===== config.mk =====
export PLATFORM = sky130hd
export DESIGN_NAME = pfc_seq
export DESIGN_NICKNAME = d
export VERILOG_FILES = /design/src/rtl/pfc_pkg.sv /design/src/rtl/pfc_seq.sv
export SDC_FILE = /design/constraint.sdc
export NUM_CORES = 1
export LEC_CHECK = 0
export CORE_MARGIN = 3
export CORE_UTILIZATION = 36
export CTS_BUF_LIST = sky130_fd_sc_hd__clkbuf_4
export DETAILED_ROUTE_END_ITERATION = 10
export PLACE_DENSITY = 0.79
export SETUP_SLACK_MARGIN = 0.4
export SYNTH_ARGS = -nofsm -noshare
export SYNTH_HDL_FRONTEND = slang
export SYNTH_SLANG_ARGS = --single-unit

===== constraint.sdc =====
create_clock -name clk -period 1.8 [get_ports clk]
set_input_delay 0.18 -clock clk [delete_from_list [all_inputs] [get_ports clk]]
set_output_delay 0.18 -clock clk [all_outputs]
set_load 0.05 [all_outputs]

===== src/rtl/pfc_pkg.sv =====
package pfc_pkg;

  localparam int unsigned WORD_W      = 16;
  localparam int unsigned BYTE_W      = 8;
  localparam int unsigned FRAME_BYTES = 64;
  localparam int unsigned FRAME_WORDS = FRAME_BYTES * BYTE_W / WORD_W;
  localparam int unsigned IDX_W       = $clog2(FRAME_WORDS);
  localparam int unsigned MAC_W       = 48;
  localparam int unsigned ADDR_WORDS  = MAC_W / WORD_W;
  localparam int unsigned TYPE_POS    = 2 * ADDR_WORDS;
  localparam int unsigned OPC_POS     = TYPE_POS + 1;
  localparam int unsigned TIME_POS    = OPC_POS + 1;
  localparam int unsigned CRC_W       = 32;
  localparam int unsigned FCS_POS     = FRAME_WORDS - CRC_W / WORD_W;
  localparam int unsigned LAST_POS    = FRAME_WORDS - 1;

  localparam logic [MAC_W-1:0]  CTRL_GROUP_MAC = 48'h0180_C200_0001;
  localparam logic [WORD_W-1:0] CTRL_ETHERTYPE = 16'h8808;
  localparam logic [WORD_W-1:0] PAUSE_OPCODE   = 16'h0001;
  localparam logic [CRC_W-1:0]  CRC_POLY       = 32'h04C1_1DB7;
  localparam logic [CRC_W-1:0]  CRC_SEED       = 32'hFFFF_FFFF;
  localparam logic [CRC_W-1:0]  CRC_RESIDUE    = 32'hC704_DD7B;

  // what the pattern decoder says about the word at the current index
  typedef enum logic [2:0] {
    W_DST   = 3'd0,
    W_SRC   = 3'd1,
    W_FIXED = 3'd2,
    W_TIME  = 3'd3,
    W_FILL  = 3'd4,
    W_FCS   = 3'd5
  } wclass_t;

  typedef enum logic [1:0] {
    ST_HUNT = 2'd0,   // waiting for a start marker
    ST_ADDR = 2'd1,   // inside the destination field, two paths live
    ST_BODY = 2'd2,   // paths merged, single match state
    ST_DROP = 2'd3    // mismatch seen, wait for end marker
  } seq_st_t;

  // One word of CRC-32, MSB-shifting register, bytes taken earlier-first,
  // bits of each byte taken least significant first.
  function automatic logic [CRC_W-1:0] crc_advance(
    input logic [CRC_W-1:0]  seed,
    input logic [WORD_W-1:0] word
  );
    logic [CRC_W-1:0] r;
    logic             fb;
    r = seed;
    for (int i = 0; i < int'(WORD_W); i++) begin
      fb = r[CRC_W-1] ^ word[int'(WORD_W) - 8 - 8 * (i / 8) + (i % 8)];
      r  = {r[CRC_W-2:0], 1'b0} ^ (fb ? CRC_POLY : '0);
    end
    return r;
  endfunction

endpackage


===== src/rtl/pfc_seq.sv =====
module pfc_seq
  import pfc_pkg::*;
(
  input  logic              clk,
  input  logic              rst_n,
  input  logic              in_valid,
  input  logic              in_sof,
  input  logic              in_eof,
  input  logic [WORD_W-1:0] in_data,
  input  logic [WORD_W-1:0] want_group,
  input  logic [WORD_W-1:0] want_own,
  input  logic [WORD_W-1:0] want_fixed,
  input  wclass_t           word_kind,
  input  logic              residue_good,
  output logic [IDX_W-1:0]  word_idx,
  output logic              frame_pass,
  output logic [WORD_W-1:0] frame_time
);

  seq_st_t           st_q,  st_d;
  logic [IDX_W-1:0]  idx_q, idx_d;
  logic              grp_q, grp_d;
  logic              own_q, own_d;
  logic [WORD_W-1:0] tm_q,  tm_d;

  logic live, grp_hit, own_hit, word_ok, at_last;

  assign word_idx   = in_sof ? '0 : idx_q;
  assign frame_time = tm_q;

  always_comb begin
    live    = in_sof || (st_q == ST_ADDR) || (st_q == ST_BODY);
    // a start marker re-arms both address paths
    grp_hit = (in_sof || grp_q) && (in_data == want_group);
    own_hit = (in_sof || own_q) && (in_data == want_own);
    at_last = (word_idx == IDX_W'(LAST_POS));
    unique case (word_kind)
      W_DST:   word_ok = grp_hit || own_hit;
      W_FIXED: word_ok = (in_data == want_fixed);
      default: word_ok = 1'b1;
    endcase
  end

  always_comb begin
    st_d       = st_q;
    idx_d      = idx_q;
    grp_d      = grp_q;
    own_d      = own_q;
    tm_d       = tm_q;
    frame_pass = 1'b0;
    if (in_valid) begin
      if (live) begin
        idx_d = word_idx + 1'b1;
        grp_d = grp_hit;
        own_d = own_hit;
        if (word_kind == W_TIME) begin
          tm_d = in_data;
        end
        if (in_eof) begin
          st_d       = ST_HUNT;
          frame_pass = word_ok && at_last && residue_good;
        end else if (!word_ok || at_last) begin
          st_d = ST_DROP;
        end else if (word_idx < IDX_W'(ADDR_WORDS - 1)) begin
          st_d = ST_ADDR;
        end else begin
          st_d = ST_BODY;
        end
      end else if ((st_q == ST_DROP) && in_eof) begin
        st_d = ST_HUNT;
      end
    end
  end

  always_ff @(posedge clk or negedge rst_n) begin
    if (!rst_n) begin
      st_q  <= ST_HUNT;
      idx_q <= '0;
      grp_q <= 1'b0;
      own_q <= 1'b0;
      tm_q  <= '0;
    end else if (in_valid) begin
      st_q  <= st_d;
      idx_q <= idx_d;
      grp_q <= grp_d;
      own_q <= own_d;
      tm_q  <= tm_d;
    end
  end

endmodule


Word level (Yosys, flattened, before mapping)
Cells that the tools add are included. W data, S select, Z words.

Bits in registers: 25. Input bits: 73. Output and inout port bits: 22. Logic and storage cells: 43.

$add $sub $neg: 1. Magnitude comparators: 1. Eq/ne operators: 9. Multiplexer cells: 10. Reduce and logical (&&, ||, !) cells: 17.

Operator list (count): $eq A16 B16 Y1 (3); $mux W2 (5); $eq A3 B2 Y1 const B (2); $logic_or A1 B1 Y1 (6); $add A5 B1 Y5 const B (1); $eq A5 B5 Y1 const B (1); $logic_and A1 B1 Y1 (5); $lt A5 B2 Y1 const B (1); $mux W5 (1); $eq A2 B2 Y1 const B (2); $reduce_and A2 Y1 (2); $logic_not A3 Y1 (1); $mux W1 (3); $reduce_and A3 Y1 (1); $eq A2 B1 Y1 const B (1); $pmux W1 S2 (1); $reduce_bool A2 Y1 (1); $logic_not A1 Y1 (1).

Longest topological paths before layout
Depth in word-level cells: 9. Gate-level depth with buffers: 8. Depth with buffers taken out: 7.

Worst setup path before layout
Ideal clock, no wire load.

Kind: reg-to-output. Start: register idx_q[1]. End: output frame_pass. Arrival: 3031 ps. Required time: 1620 ps. Path slack: -1411 ps. Cell stages (with the launch flop): 7. Buffers on the path: 0. Cells stage by stage: dfrtp_1 -> nor2b_1 -> ha_1 -> and3_1 -> ha_1 -> nand3_1 -> a211oi_1.

Cells in the longest elaborated chain, start to end: 7.

Ends and longest elaborated chain: start, declared (line pfc_seq.sv:21) `logic [IDX_W-1:0] idx_q, idx_d;`; start signal, assigned (line pfc_seq.sv:84) `idx_q <= idx_d;`; $mux W5 (line pfc_seq.sv:28) `assign word_idx = in_sof ? '0 : idx_q;`; via word_idx[1] (line pfc_seq.sv:15) `output logic [IDX_W-1:0] word_idx,`; $eq A5 B5 Y1 (line pfc_seq.sv:36) `at_last = (word_idx == IDX_W'(LAST_POS));`; $logic_and A1 B1 Y1 (2 in a row) (line pfc_seq.sv:61) `frame_pass = word_ok && at_last && residue_good;`; $mux W1 (line pfc_seq.sv:59) `if (in_eof) begin`; $mux W1 (line pfc_seq.sv:52) `if (live) begin`; $mux W1 (line pfc_seq.sv:51) `if (in_valid) begin`; end, declared (line pfc_seq.sv:16) `output logic frame_pass,`.

The timed path passes the listed nets, and every way through them passes these cells.

Worst setup path after layout
Start: input want_fixed[15]. End: output frame_pass.

Cells in the longest elaborated chain, start to end: 7.

Ends and longest elaborated chain: start, declared (line pfc_seq.sv:12) `input logic [WORD_W-1:0] want_fixed,`; $eq A16 B16 Y1 (line pfc_seq.sv:39) `W_FIXED: word_ok = (in_data == want_fixed);`; $pmux W1 S2 (line pfc_seq.sv:37) `unique case (word_kind)`; $logic_and A1 B1 Y1 (2 in a row) (line pfc_seq.sv:61); $mux W1 (line pfc_seq.sv:59); $mux W1 (line pfc_seq.sv:52); $mux W1 (line pfc_seq.sv:51).

No other way between the ends.

==> impl_metrics.toml <==
[clocking]
clk_path_buf_depth = 2
tritoncts_clock_tree = "yes"
cts.sink_count = 25
clock_latency_ns = 0.33
cts_root_buffer = "clkbuf_4"
cts_htree_levels = 1
clkTransAtPathRegs_ns = 0.15
cts_made_buffers = 3
cts_hold_buffers = 0

[synth]
yosysMostFrequentCell = "xor2_1"
sequential_element_share_of_the_synthesized_area = 0.368
synth-main-ff-cell = "dfrtp_1"
synthAdderAreaFrac = 0.0147
post_synth_cell_types = 30
synthArstFlopShare = 1.00
postSynthRegisterBits = 25
syn-mean-instance-area_um2 = 10.6
post-synth-top-area-cell = "dfrtp_1"
synth_mux_area_frac = 0.141
yosys-top-cells-count = "xor2_1, dfrtp_1, xnor2_1, nand2_1, mux2_4"
ys.warnings.count = 0
number_of_enable_type_register_cells_in_the_synthesized_netlist = 0
simple_gate_area_share_of_the_yosys_netlist = 0.137
fraction_of_synthesized_cell_area_in_xor_and_xnor_cells = 0.258
synthesis.instances = 160
synth-compound-area-share = 0.0633
post_synthesis_cell_area_um2 = 1700
top_cell_type_s_share_of_synthesized_area = 0.368
synth_top_family_by_area = "XOR/XNOR gates"
synth_area_leaders = "dfrtp_1, xor2_1, mux2_4"
postSynthNetCount = 235

[placed_design]
io_buffer_count = 94
dp_hpwl_um = 4590
detailedPlace.worstSlack_ns = -0.653
gp_congestion = 0.845

[die]
fp.dieH_um = 74.7
initial_core_util = 0.383
core_area_um2 = 4440
dieArea_um2 = 5580
ports_placed_on_the_boundary = 95
die_w_um = 74.7
rows = 24

[worst_setup_path]
timing.critical_path.slowest_stage_cell = "clkdlybuf4s50_1"
crit_path_max_fanout = 3
rr_worst_depth = 8
worstSetupStartpointType = "input pin"
timing.critical_path.mode_cell = "a211oi_4"
timing.critical_path.required_ns = 1.62
worstPathCellList = "clkdlybuf4s50_1 -> xnor2_1 -> nand4_1 -> nor3_2 -> a211oi_4 -> a211oi_4 -> buf_12"
worst_r2r_startpoint = "own_q$_DFFE_PN0P_"
crit_arrival_ns = 1.93
crit_path_start = "want_fixed[15]"
critical_path.endpoint_type = "output port"
timing.setup.critical_path_class = "in2out"
cpPeakStageDelay_ns = 0.43

[detailed_routing]
routed_wire_length_um = 7660
drt_pre_antenna_iters = 4
route.vias.total = 1929
ant_nets = 0
avgRoutedWirePerCell_um = 20.7
via_per_inst = 5.21
drt_drc_violations_left = 0
first_iter_violations = 85

[job]
drv.max_cap_violation_count = 0

[grt]
grt-ovfl-total = 0
global_route.usage.total = 0.237
grt_pass1_wl_um = 9890
grt_pass1_vias = 1975
largest_net_degree_at_the_start_of_global_routing = 26
grt_antenna_before_repair = 0

[min_path]
hold_path.startpoint = "in_data[10]"
worstHoldPathType = "in2reg"
holdPathStages = 2

[sta]
maxSlewViolCount = 0
timing_worst_slew_pin_value_ns = 0.353
rsz0062_at_grt = "yes"
maximum_clock_frequency_mhz = 474
timing.final.hold_violations = 0
post-route-min-period_ns = 2.11
fin_ws_ns = -0.308
setup_viol = 3
timing.final.crit_share = 1.17
worst_clock_skew_ns = 0.00645
relSlewSlack = 0.765
setup_total_negative_slack_ns = -0.433

[run_status]
run_status = "finished with violations"
violations = "setup timing"

[power_and_ir_drop]
static-leakage-power_nw = 1.69
pwr_per_cell_area_nw_per_um2 = 790
max-vdd-ir-drop_v = 0.000711

[final_layout]
num-fill-cells = 257
layout.nets = 394
share_of_final_layout_standard_cells_stronger_than_drive_strength_1 = 0.541
antennaDiodeCount = 0
synthToLayoutAreaGrowth_pct = 109
==> per-stage QoR <==
stage / std cells / area, um^2 / power [W] / utilization / hold WS (ns)
after floorplan: 160 / 1780 / 0.00171 / - / -0.116
after global placement: 337 / 3070 / 0.00238 / 0.691 / 0.463
after detailed placement: 337 / 3070 / 0.00240 / 0.691 / 0.466
after CTS: 360 / 3350 / 0.00271 / 0.755 / 0.123
after global routing: 370 / 3550 / 0.00294 / 0.800 / 0.103
final: 370 / 3550 / 0.00281 / 0.800 / 0.123
==> flip-flops by register name, summed over array words and instances (netlist names) <==
signal and flops:
frame_time 16, grp_q 1, idx_q 5, own_q 1
st_q 2
==> logic make-up after synthesis <==
logic type,count (synthesis)
AO/OA/AOI/OAI,16
XOR/XNOR,50
multiplexers,18
AND/OR/NAND/NOR,45
flip-flops,25
buffers and inverters,4
adder cells (fa/ha/maj),2
==> where the power goes <==
part	total [W]	leakage (nW)	internal, W	switching [W]
clock network	0.000287	0.0184	0.000102	0.000185
logic	0.00170	1.35	0.000745	0.000954
registers	0.000820	0.313	0.000721	0.0000994
total	0.00281	1.69	0.00157	0.00124
==> layer usage <==
| layer | up-vias | wire (um) | GRT usage | part of all wire |
|---|---|---|---|---|
| met3 | 31 | 471 | 0.0374 | 0.062 |
| met1 | 940 | 2900 | 0.285 | 0.38 |
| met5 | - | 0 | 0 | 0 |
| li1 | 869 | - | - | - |
| met2 | 89 | 3920 | 0.439 | 0.51 |
| met4 | 0 | 368 | 0.0573 | 0.048 |
==> critical path: cells and delay by family <==
| family | cells | cell delay [ns] |
|---|---|---|
| buf+inv | 2 | 0.60 |
| simple gates | 2 | 0.47 |
| compound gates | 2 | 0.42 |
| xor+xnor | 1 | 0.24 |
==> final timing paths <==
kind	end	slack, ns
worst max-delay path	frame_pass	-0.31
worst min-delay path	frame_time[10]$_DFFE_PN0P_	0.12
worst max register to register	st_q[0]$_DFFE_PN0P_	0.02
worst min register to register	frame_time[6]$_DFFE_PN0P_	0.53
max in group asynchronous	idx_q[3]$_DFFE_PN0P_	1.32
min in group asynchronous	frame_time[9]$_DFFE_PN0P_	0.22
==> repair_timing <==
action / 4_1_cts / 5_1_grt
gates resized for setup: 166 / 86
setup buffers: 18 / 10
cloned: 1 / 0
pin swaps: 21 / 25
setup endpoints to repair: 42 / 40
==> area by class of cell <==
| class | count | area, um^2 | share of cell area |
|---|---|---|---|
| flip-flops and latches | 25 | 626 | 0.176 |
| repair buffers | 158 | 1470 | 0.413 |
| multi-input cells | 131 | 1370 | 0.385 |
| clock buffers | 4 | 30.0 | 0.00845 |
| well taps | 52 | 65.1 | 0.0183 |
==> cells in the final DEF (no fill, tap or decap), drive strengths merged, types with 7 or more instances in the layout <==
cell and n:
mux2 18, nand2 11, clkdlybuf4s50 25, xor2 36, nor4 7, dlymetal6s2s 9
clkbuf 22, clkdlybuf4s15 10, dfrtp 25, buf 89, dlygate4sd2 7, xnor2 14
Power figures use the tool's default switching activity.
